**config.mk**
```make
export PLATFORM = sky130hd
export DESIGN_NAME = spi_sync_port
export DESIGN_NICKNAME = d
export VERILOG_FILES = /design/src/rtl/smp_pkg.sv /design/src/rtl/smp_fifo.sv /design/src/rtl/smp_rate_gen.sv /design/src/rtl/smp_engine.sv /design/src/rtl/spi_sync_port.sv
export SDC_FILE = /design/constraint.sdc
export NUM_CORES = 1
export LEC_CHECK = 0
export BUFFER_PORTS_ARGS = -buffer_cell sky130_fd_sc_hd__buf_4
export CAP_MARGIN = 20
export CORE_MARGIN = 10
export CORE_UTILIZATION = 46
export DETAILED_ROUTE_END_ITERATION = 6
export HOLD_SLACK_MARGIN = 0.08
export PLACE_DENSITY = 0.6
export SLEW_MARGIN = 10
export SYNTH_ARGS = -nofsm -noshare
export SYNTH_HDL_FRONTEND = slang
export SYNTH_HIERARCHICAL = 1
export SYNTH_SLANG_ARGS = --single-unit
```
**constraint.sdc**
```tcl
create_clock -name clk -period 8.8 [get_ports clk]
set_clock_uncertainty 0.15 [all_clocks]
set_input_delay 1.76 -clock clk [delete_from_list [all_inputs] [get_ports clk]]
set_output_delay 1.76 -clock clk [all_outputs]
set_load 0.01 [all_outputs]
```
**src/rtl/smp_pkg.sv**
```systemverilog
`timescale 1ns/1ps
package smp_pkg;
  localparam int unsigned OFS_CTRL_A = 32'h00;
  localparam int unsigned OFS_CTRL_B = 32'h04;
  localparam int unsigned OFS_DATA   = 32'h08;
  localparam int unsigned OFS_STAT   = 32'h0C;
  localparam int unsigned OFS_PRESC  = 32'h10;
  localparam int unsigned OFS_INTR   = 32'h14;

  localparam int unsigned MIN_SIZE_M1 = 3;

  typedef enum logic {ENG_IDLE = 1'b0, ENG_SHIFT = 1'b1} eng_state_e;
endpackage

```
**src/rtl/smp_fifo.sv**
```systemverilog
`timescale 1ns/1ps
module smp_fifo #(
  parameter int DATA_W = 16,
  parameter int DEPTH  = 8
) (
  input  logic                         clk,
  input  logic                         rst_n,
  input  logic                         push,
  input  logic [DATA_W-1:0]            din,
  input  logic                         pop,
  output logic [DATA_W-1:0]            dout,
  output logic [$clog2(DEPTH+1)-1:0]   count,
  output logic                         full,
  output logic                         empty
);
  localparam int PTR_W = (DEPTH > 1) ? $clog2(DEPTH) : 1;
  localparam int CNT_W = $clog2(DEPTH+1);

  logic [DATA_W-1:0] mem [DEPTH];
  logic [PTR_W-1:0]  wr_ptr, rd_ptr, wr_ptr_n, rd_ptr_n;
  logic [CNT_W-1:0]  cnt_n;
  logic              do_push, do_pop;

  assign full    = (count == CNT_W'(DEPTH));
  assign empty   = (count == '0);
  assign do_push = push && !full;
  assign do_pop  = pop && !empty;
  assign dout    = mem[rd_ptr];

  always_comb begin
    wr_ptr_n = wr_ptr;
    rd_ptr_n = rd_ptr;
    cnt_n    = count;
    if (do_push) wr_ptr_n = (wr_ptr == PTR_W'(DEPTH-1)) ? '0 : wr_ptr + 1'b1;
    if (do_pop)  rd_ptr_n = (rd_ptr == PTR_W'(DEPTH-1)) ? '0 : rd_ptr + 1'b1;
    if (do_push && !do_pop)      cnt_n = count + 1'b1;
    else if (do_pop && !do_push) cnt_n = count - 1'b1;
  end

  always_ff @(posedge clk or negedge rst_n) begin
    if (!rst_n) begin
      wr_ptr <= '0;
      rd_ptr <= '0;
      count  <= '0;
    end else begin
      wr_ptr <= wr_ptr_n;
      rd_ptr <= rd_ptr_n;
      count  <= cnt_n;
    end
  end

  // storage without reset: contents are only observed behind count
  always_ff @(posedge clk) begin
    if (do_push) mem[wr_ptr] <= din;
  end
endmodule

```
**src/rtl/smp_rate_gen.sv**
```systemverilog
`timescale 1ns/1ps
module smp_rate_gen #(
  parameter int PRE_W = 7,
  parameter int SCR_W = 8
) (
  input  logic             clk,
  input  logic             rst_n,
  input  logic             run,
  input  logic [PRE_W-1:0] pre_half,
  input  logic [SCR_W-1:0] scr,
  output logic             half_tick
);
  logic [PRE_W-1:0] pre_cnt, pre_cnt_n, pre_lim;
  logic [SCR_W-1:0] scr_cnt, scr_cnt_n;
  logic             pre_wrap, scr_wrap;

  // a zero prescaler acts as the smallest legal value
  assign pre_lim   = (pre_half == '0) ? '0 : pre_half - 1'b1;
  assign pre_wrap  = (pre_cnt == pre_lim);
  assign scr_wrap  = (scr_cnt == scr);
  assign half_tick = run && pre_wrap && scr_wrap;

  always_comb begin
    pre_cnt_n = pre_cnt;
    scr_cnt_n = scr_cnt;
    if (!run) begin
      pre_cnt_n = '0;
      scr_cnt_n = '0;
    end else if (pre_wrap) begin
      pre_cnt_n = '0;
      scr_cnt_n = scr_wrap ? '0 : scr_cnt + 1'b1;
    end else begin
      pre_cnt_n = pre_cnt + 1'b1;
    end
  end

  always_ff @(posedge clk or negedge rst_n) begin
    if (!rst_n) begin
      pre_cnt <= '0;
      scr_cnt <= '0;
    end else begin
      pre_cnt <= pre_cnt_n;
      scr_cnt <= scr_cnt_n;
    end
  end
endmodule

```
**src/rtl/smp_engine.sv**
```systemverilog
`timescale 1ns/1ps
module smp_engine
  import smp_pkg::*;
#(
  parameter int FRAME_W = 16,
  localparam int BIT_W  = $clog2(FRAME_W)
) (
  input  logic               clk,
  input  logic               rst_n,
  input  logic               port_en,
  input  logic               cpol,
  input  logic               cpha,
  input  logic               loop_en,
  input  logic [BIT_W-1:0]   size_m1,
  input  logic               half_tick,
  input  logic               tx_empty,
  input  logic [FRAME_W-1:0] tx_data,
  input  logic               rx_full,
  input  logic               miso,
  output logic               tx_pop,
  output logic               rx_push,
  output logic [FRAME_W-1:0] rx_data,
  output logic               overrun_set,
  output logic               run,
  output logic               sclk,
  output logic               mosi
);
  eng_state_e         st, st_n;
  logic [FRAME_W-1:0] tx_word, tx_word_n, rx_sr, rx_sr_n, rx_shifted;
  logic [BIT_W-1:0]   bit_k, bit_k_n;
  logic               lead, lead_n, sclk_n, mosi_q, mosi_n, din, frame_done;

  assign din        = loop_en ? mosi_q : miso;
  assign rx_shifted = {rx_sr[FRAME_W-2:0], din};
  assign run        = (st == ENG_SHIFT);
  assign mosi       = loop_en ? 1'b0 : mosi_q;

  always_comb begin
    st_n       = st;
    tx_word_n  = tx_word;
    rx_sr_n    = rx_sr;
    bit_k_n    = bit_k;
    lead_n     = lead;
    sclk_n     = sclk;
    mosi_n     = mosi_q;
    tx_pop     = 1'b0;
    frame_done = 1'b0;
    if (st == ENG_IDLE) begin
      sclk_n = cpol;
      if (port_en && !tx_empty) begin
        tx_pop    = 1'b1;
        st_n      = ENG_SHIFT;
        tx_word_n = tx_data;
        rx_sr_n   = '0;
        bit_k_n   = size_m1;
        lead_n    = 1'b1;
        if (!cpha) mosi_n = tx_data[size_m1];
      end
    end else if (!port_en) begin
      st_n   = ENG_IDLE;
      sclk_n = cpol;
    end else if (half_tick) begin
      if (lead) begin
        sclk_n = !cpol;
        lead_n = 1'b0;
        if (!cpha) rx_sr_n = rx_shifted;
        else       mosi_n  = tx_word[bit_k];
      end else begin
        sclk_n = cpol;
        lead_n = 1'b1;
        if (cpha)               rx_sr_n = rx_shifted;
        else if (bit_k != '0)   mosi_n  = tx_word[bit_k - 1'b1];
        if (bit_k == '0) begin
          st_n       = ENG_IDLE;
          frame_done = 1'b1;
        end else begin
          bit_k_n = bit_k - 1'b1;
        end
      end
    end
  end

  assign rx_data     = cpha ? rx_shifted : rx_sr;
  assign rx_push     = frame_done && !rx_full;
  assign overrun_set = frame_done && rx_full;

  always_ff @(posedge clk or negedge rst_n) begin
    if (!rst_n) begin
      st      <= ENG_IDLE;
      tx_word <= '0;
      rx_sr   <= '0;
      bit_k   <= '0;
      lead    <= 1'b1;
      sclk    <= 1'b0;
      mosi_q  <= 1'b0;
    end else begin
      st      <= st_n;
      tx_word <= tx_word_n;
      rx_sr   <= rx_sr_n;
      bit_k   <= bit_k_n;
      lead    <= lead_n;
      sclk    <= sclk_n;
      mosi_q  <= mosi_n;
    end
  end
endmodule

```
**src/rtl/spi_sync_port.sv**
```systemverilog
`timescale 1ns/1ps
module spi_sync_port
  import smp_pkg::*;
#(
  parameter int ADDR_W     = 5,
  parameter int DATA_W     = 32,
  parameter int FIFO_DEPTH = 8,
  parameter int FRAME_W    = 16
) (
  input  logic              clk,
  input  logic              rst_n,
  input  logic [ADDR_W-1:0] bus_addr,
  input  logic              bus_wr,
  input  logic [DATA_W-1:0] bus_wdata,
  input  logic              bus_rd,
  output logic [DATA_W-1:0] bus_rdata,
  output logic              sclk,
  output logic              mosi,
  input  logic              miso,
  output logic              irq
);
  localparam int CNT_W  = $clog2(FIFO_DEPTH+1);
  localparam int BIT_W  = $clog2(FRAME_W);
  localparam int HALF_Q = FIFO_DEPTH / 2;

  // control word A
  logic [3:0] size_f;
  logic       cpol, cpha;
  logic [7:0] scr;
  // control word B
  logic [6:0] ctl_b;
  logic [7:0] presc;
  logic       ror_flag, ror_n;

  logic sel_a, sel_b, sel_data, sel_stat, sel_presc, sel_intr;
  logic wr_a, wr_b, wr_presc, tx_push, rx_pop, clr_hit;

  logic [FRAME_W-1:0] tx_dout, rx_din, rx_dout;
  logic [CNT_W-1:0]   tx_cnt, rx_cnt;
  logic               tx_full, tx_empty, rx_full, rx_empty;
  logic               tx_pop, rx_push, overrun_set, eng_run, half_tick;
  logic [BIT_W-1:0]   size_m1;
  logic [2:0]         intr_raw, intr_vec;
  logic               port_en, loop_en;

  assign sel_a     = (bus_addr == ADDR_W'(OFS_CTRL_A));
  assign sel_b     = (bus_addr == ADDR_W'(OFS_CTRL_B));
  assign sel_data  = (bus_addr == ADDR_W'(OFS_DATA));
  assign sel_stat  = (bus_addr == ADDR_W'(OFS_STAT));
  assign sel_presc = (bus_addr == ADDR_W'(OFS_PRESC));
  assign sel_intr  = (bus_addr == ADDR_W'(OFS_INTR));

  assign wr_a     = bus_wr && sel_a;
  assign wr_b     = bus_wr && sel_b;
  assign wr_presc = bus_wr && sel_presc;
  assign tx_push  = bus_wr && sel_data;
  assign clr_hit  = bus_wr && sel_intr;
  assign rx_pop   = bus_rd && sel_data;

  assign port_en = ctl_b[4];
  assign loop_en = ctl_b[3];
  assign size_m1 = (size_f < 4'(MIN_SIZE_M1)) ? BIT_W'(MIN_SIZE_M1) : BIT_W'(size_f);

  // control registers with written-out clock enables
  always_ff @(posedge clk or negedge rst_n) begin
    if (!rst_n) begin
      size_f <= '0;
      cpol   <= 1'b0;
      cpha   <= 1'b0;
      scr    <= '0;
    end else if (wr_a) begin
      size_f <= bus_wdata[3:0];
      cpol   <= bus_wdata[6];
      cpha   <= bus_wdata[7];
      scr    <= bus_wdata[15:8];
    end
  end

  always_ff @(posedge clk or negedge rst_n) begin
    if (!rst_n)    ctl_b <= '0;
    else if (wr_b) ctl_b <= bus_wdata[6:0];
  end

  always_ff @(posedge clk or negedge rst_n) begin
    if (!rst_n)        presc <= '0;
    else if (wr_presc) presc <= bus_wdata[7:0];
  end

  // a new overrun in the same cycle as a clear wins
  always_comb begin
    ror_n = ror_flag;
    if (clr_hit)     ror_n = 1'b0;
    if (overrun_set) ror_n = 1'b1;
  end

  always_ff @(posedge clk or negedge rst_n) begin
    if (!rst_n) ror_flag <= 1'b0;
    else        ror_flag <= ror_n;
  end

  smp_fifo #(.DATA_W(FRAME_W), .DEPTH(FIFO_DEPTH)) u_txq (
    .clk(clk), .rst_n(rst_n), .push(tx_push), .din(bus_wdata[FRAME_W-1:0]),
    .pop(tx_pop), .dout(tx_dout), .count(tx_cnt), .full(tx_full), .empty(tx_empty)
  );

  smp_fifo #(.DATA_W(FRAME_W), .DEPTH(FIFO_DEPTH)) u_rxq (
    .clk(clk), .rst_n(rst_n), .push(rx_push), .din(rx_din),
    .pop(rx_pop), .dout(rx_dout), .count(rx_cnt), .full(rx_full), .empty(rx_empty)
  );

  smp_rate_gen #(.PRE_W(7), .SCR_W(8)) u_rate (
    .clk(clk), .rst_n(rst_n), .run(eng_run), .pre_half(presc[7:1]),
    .scr(scr), .half_tick(half_tick)
  );

  smp_engine #(.FRAME_W(FRAME_W)) u_eng (
    .clk(clk), .rst_n(rst_n), .port_en(port_en), .cpol(cpol), .cpha(cpha),
    .loop_en(loop_en), .size_m1(size_m1), .half_tick(half_tick),
    .tx_empty(tx_empty), .tx_data(tx_dout), .rx_full(rx_full), .miso(miso),
    .tx_pop(tx_pop), .rx_push(rx_push), .rx_data(rx_din),
    .overrun_set(overrun_set), .run(eng_run), .sclk(sclk), .mosi(mosi)
  );

  assign intr_raw = {ror_flag, (tx_cnt <= CNT_W'(HALF_Q)), (rx_cnt >= CNT_W'(HALF_Q))};
  assign intr_vec = intr_raw & ctl_b[2:0];
  assign irq      = |intr_vec;

  always_comb begin
    bus_rdata = '0;
    if (sel_a) begin
      bus_rdata[3:0]  = size_f;
      bus_rdata[6]    = cpol;
      bus_rdata[7]    = cpha;
      bus_rdata[15:8] = scr;
    end else if (sel_b) begin
      bus_rdata[6:0] = ctl_b;
    end else if (sel_data) begin
      if (!rx_empty) bus_rdata[FRAME_W-1:0] = rx_dout;
    end else if (sel_stat) begin
      bus_rdata[4:0] = {eng_run || !tx_empty, rx_full, !rx_empty, !tx_full, tx_empty};
    end else if (sel_presc) begin
      bus_rdata[7:0] = presc;
    end else if (sel_intr) begin
      bus_rdata[2:0] = intr_vec;
    end
  end
endmodule

```
==> results.md <==
* Cts repair resizes at 0
* CTS buffer count at 40
* Final hold violations at 0
* Setup bufs post-CTS at 0
* CTS clk-pin slew, worst paths at ~0.06 ns
* Multi-input logic area at between 0.006 and 0.007 mm2
* R2R setup slack at between 3 and 4 ns
* Synth top area cells: edfxtp_1 46%, dfrtp_1 16%, mux4_1 8.0%
* Register bit total from synthesis at ~360
* Buffers on Ports at 44
* Worst Tran Pin Value at approximately 1.1 ns
* First-pass detailed-route iteration total at 5
* Slowest stage delay, CP at roughly 0.91 ns
* Grt total ovfl at 0
* Total clock sinks at about 360
* Clk buf depth at 3
* Floorplan Core Area at about 0.036 mm2
* Max_slew headroom at between 20% and 30%
* Max Cap Viol at 0
* WHS Path Cells at 1
* WS Path Type: input port to output pin
* Drt total wl at approximately 36 mm
* Overall routing resource usage at 16.2%
* Slowest CP cell: nor4_4
* Count leader, synth: edfxtp_1
* Layout filler cell count at roughly 2900
* Width of the chip at about 210 um
* CTS Hold Buffers Added at 0
* Cell taking the most area after synthesis: edfxtp_1
* Initial antenna violation count at 1
* Crit path required time at 6.89 ns
* Latest clock arrival within the worst-skew pair at between 0.5 and 0.6 ns
* Cell area after synthesis at roughly 0.017 mm2
* GP Congestion at a little over 0.8
* TritonCTS clock tree: built
* FF-to-FF End: u_rxq/count[3]$_DFFE_PN0P_
* Vias in the first global route at 9122
* Critical path cell sequence: buf_4 -> or2_4 -> nor4_4 -> a21oi_1 -> a22oi_1 -> buf_4
* WL/cell at around 23 um
* Share of cells above drive strength 1 at between 20 and 30%
* Ys flop type: edfxtp_1
* Initial DRC Count at about 780
* Worst path depth at 6
* Crit-path leading delay family: simple AND/OR/NAND/NOR gates
* I/O pin total at 77
* Row count at 69
* Hold Crit Class: flop to flop
* Hold WS at about 0.36 ns
* Status: finished, final reports clean
* Sequential Area at about 0.010 mm2
* Final nets at between 1000 and 1500
* R2r startpoint: presc[4]$_DFFE_PN0P_
* Critical path origin: bus_addr[1]
* Starting Density at roughly 47%
* Post-synthesis sequential area ratio at 61.5%
* YS warnings at 6
* CP Launch Type: input port
* Average vias per placed instance at slightly below 6
* Worst EP arrival at between 3 and 4 ns
* Synthesized instance count at between 1000 and 1500
* Min Clock Period, post-route at 5.73 ns
* CP bufs+invs at 2
* Synth unique cells at 90
* Unrepaired setup endpoints after global routing: false
* Final ANT Viol Nets at 0
* Leakage at ~6.8 nW
* Mean area per synthesized cell at between 15 and 20 um2
* Power Density at 250 mW/mm2
* Top achievable clock speed at between 150 and 200 MHz
* Die Area at 0.0445 mm2
* H-tree Lvls at 2
* Final setup viols at 0
* Largest net degree at the start of global routing at a little over 60
* HPWL after detailed placement at between 20 and 25 mm
* Total negative slack at 0 ns
* CTS root buffer: clkbuf_16
* Area share of the largest cell type after synthesis at between 40% and 50%
* Area Overhead vs Synth at 12.1%
* Post-synth EDFFs at 256
* Final Max Slew Viols at 0
* First-pass GRT wire length at roughly 56 mm
* CP endpoint: bus_rdata[3]
* Die height at 211 um
* Peak supply drop at between 0.1 and 0.15 mV
* Commonest cells post-synth: 256 x edfxtp_1, 104 x dfrtp_1, 72 x mux2_2
* Post-layout utilization of the core at 52.5%
* Worst reg-to-reg path cell count at 16
* Most frequent CP cell: buf_4
* Antenna cells at 0
* Final worst-path cycle share at 65.1%
* Worst-path fanout max at 14
* Crit end category: output pin
* Vias at 9110
* DRC violations left at 0
* Post-synth ARST share at 29.1%
## report_power, final
part	total [W]	switching [W]	internal [W]
clock	0.00160	0.000650	0.000955
combinational	0.00100	0.000494	0.000507
sequential	0.00211	0.000174	0.00193
total	0.00471	0.00132	0.00339
## area by class of cell
type | instances | area share, %
clock inverter | 17 | 0.771
tap | 461 | 3.07
clock buffer | 57 | 5.99
inverter | 19 | 0.379
sequential | 361 | 54.8
timing repair buffer | 68 | 2.78
multi-input combinational | 581 | 32.2
## routing by layer
metal	share of wire (%)	track usage [%]	vias up
met4	1.7	4.20	2
met3	5.0	2.83	42
li1	-	-	4156
met2	46	24.6	218
met5	0.028	0	-
met1	47	23.7	4692
## layout by cell type, fill, tap and decap left out, drive strengths merged, types with 4 or more instances in the layout
cell type and n:
o22ai 4, inv 21, dfrtp 104, nor2b 9, mux2 109, o211ai 7
nand2b 15, and2 4, nand2 41, nand4 6, nand3 12, o32ai 4
a21oi 15, mux2i 7, edfxtp 256, nor3 20, a22o 18, ha 18
xor2 6, o31ai 6, and3 17, nor2 32, or3 4, nor3b 9
conb 16, o21ai 19, buf 68, xnor2 19, clkbuf 57, o41ai 4
a22oi 12, nor4 12, nand3b 8, clkinv 11, a21o 5, mux4 74
## per-stage QoR
| step | std cells | instance area [um2] | setup slack, ns | power, W |
|---|---|---|---|---|
| floorplan | 1027 | 16800 | 3.58 | 0.00289 |
| global placement | 1489 | 17500 | 3.11 | 0.00313 |
| detailed placement | 1489 | 17500 | 3.15 | 0.00314 |
| CTS | 1563 | 18800 | 3.13 | 0.00476 |
| global route | 1564 | 18800 | 2.69 | 0.00494 |
| finish | 1564 | 18800 | 3.07 | 0.00471 |
## worst min-delay path by stage
| stage | slack [ns] | end | start |
|---|---|---|---|
| after global routing | 0.37 | u_eng/tx_word[4]$_DFFE_PN0P_ | u_eng/tx_word[4]$_DFFE_PN0P_ |
| after global placement | 0.34 | u_eng/rx_sr[15]$_DFFE_PN0P_ | u_eng/rx_sr[15]$_DFFE_PN0P_ |
| final | 0.36 | u_eng/tx_word[4]$_DFFE_PN0P_ | u_eng/tx_word[4]$_DFFE_PN0P_ |
| after floorplan | 0.32 | u_eng/tx_word[12]$_DFFE_PN0P_ | u_eng/tx_word[12]$_DFFE_PN0P_ |
| after CTS | 0.36 | ctl_b[6]$_DFFE_PN0P_ | ctl_b[6]$_DFFE_PN0P_ |
| after detailed placement | 0.34 | ctl_b[6]$_DFFE_PN0P_ | ctl_b[6]$_DFFE_PN0P_ |
## worst reg2reg max path: cells and delay by family (launching register included)
kind                     cells  cell delay, ns
AO/OA/AOI/OAI                4            0.67
adder cells (fa/ha/maj)      2            0.61
buffers and inverters        2            0.24
flip-flops                   1            0.44
AND/OR/NAND/NOR              8            3.36
## sequential cells by signal, summed over array words and instances, names as in the netlist, 7 cells and up
signal and cells:
presc 8, u_eng/rx_sr 16, u_txq/mem 128, u_eng/tx_word 16, scr 8, u_rate/pre_cnt 7
u_rxq/mem 128, ctl_b 7, u_rate/scr_cnt 8
## cell families (layout without fill, tap and decap cells)
| logic type | Yosys count | after routing | share of synthesized area [%] |
|---|---|---|---|
| flops | 361 | 361 | 61.5 |
| xor+xnor | 26 | 26 | 1.44 |
| other cells | 1 | 16 | 0.0223 |
| compound gates | 126 | 126 | 5.87 |
| buf+inv | 85 | 161 | 3.16 |
| simple gates | 203 | 203 | 7.30 |
| fa+ha+maj | 20 | 20 | 1.58 |
| mux | 190 | 190 | 19.2 |
Note: power is estimated with default switching activity, not from simulation.
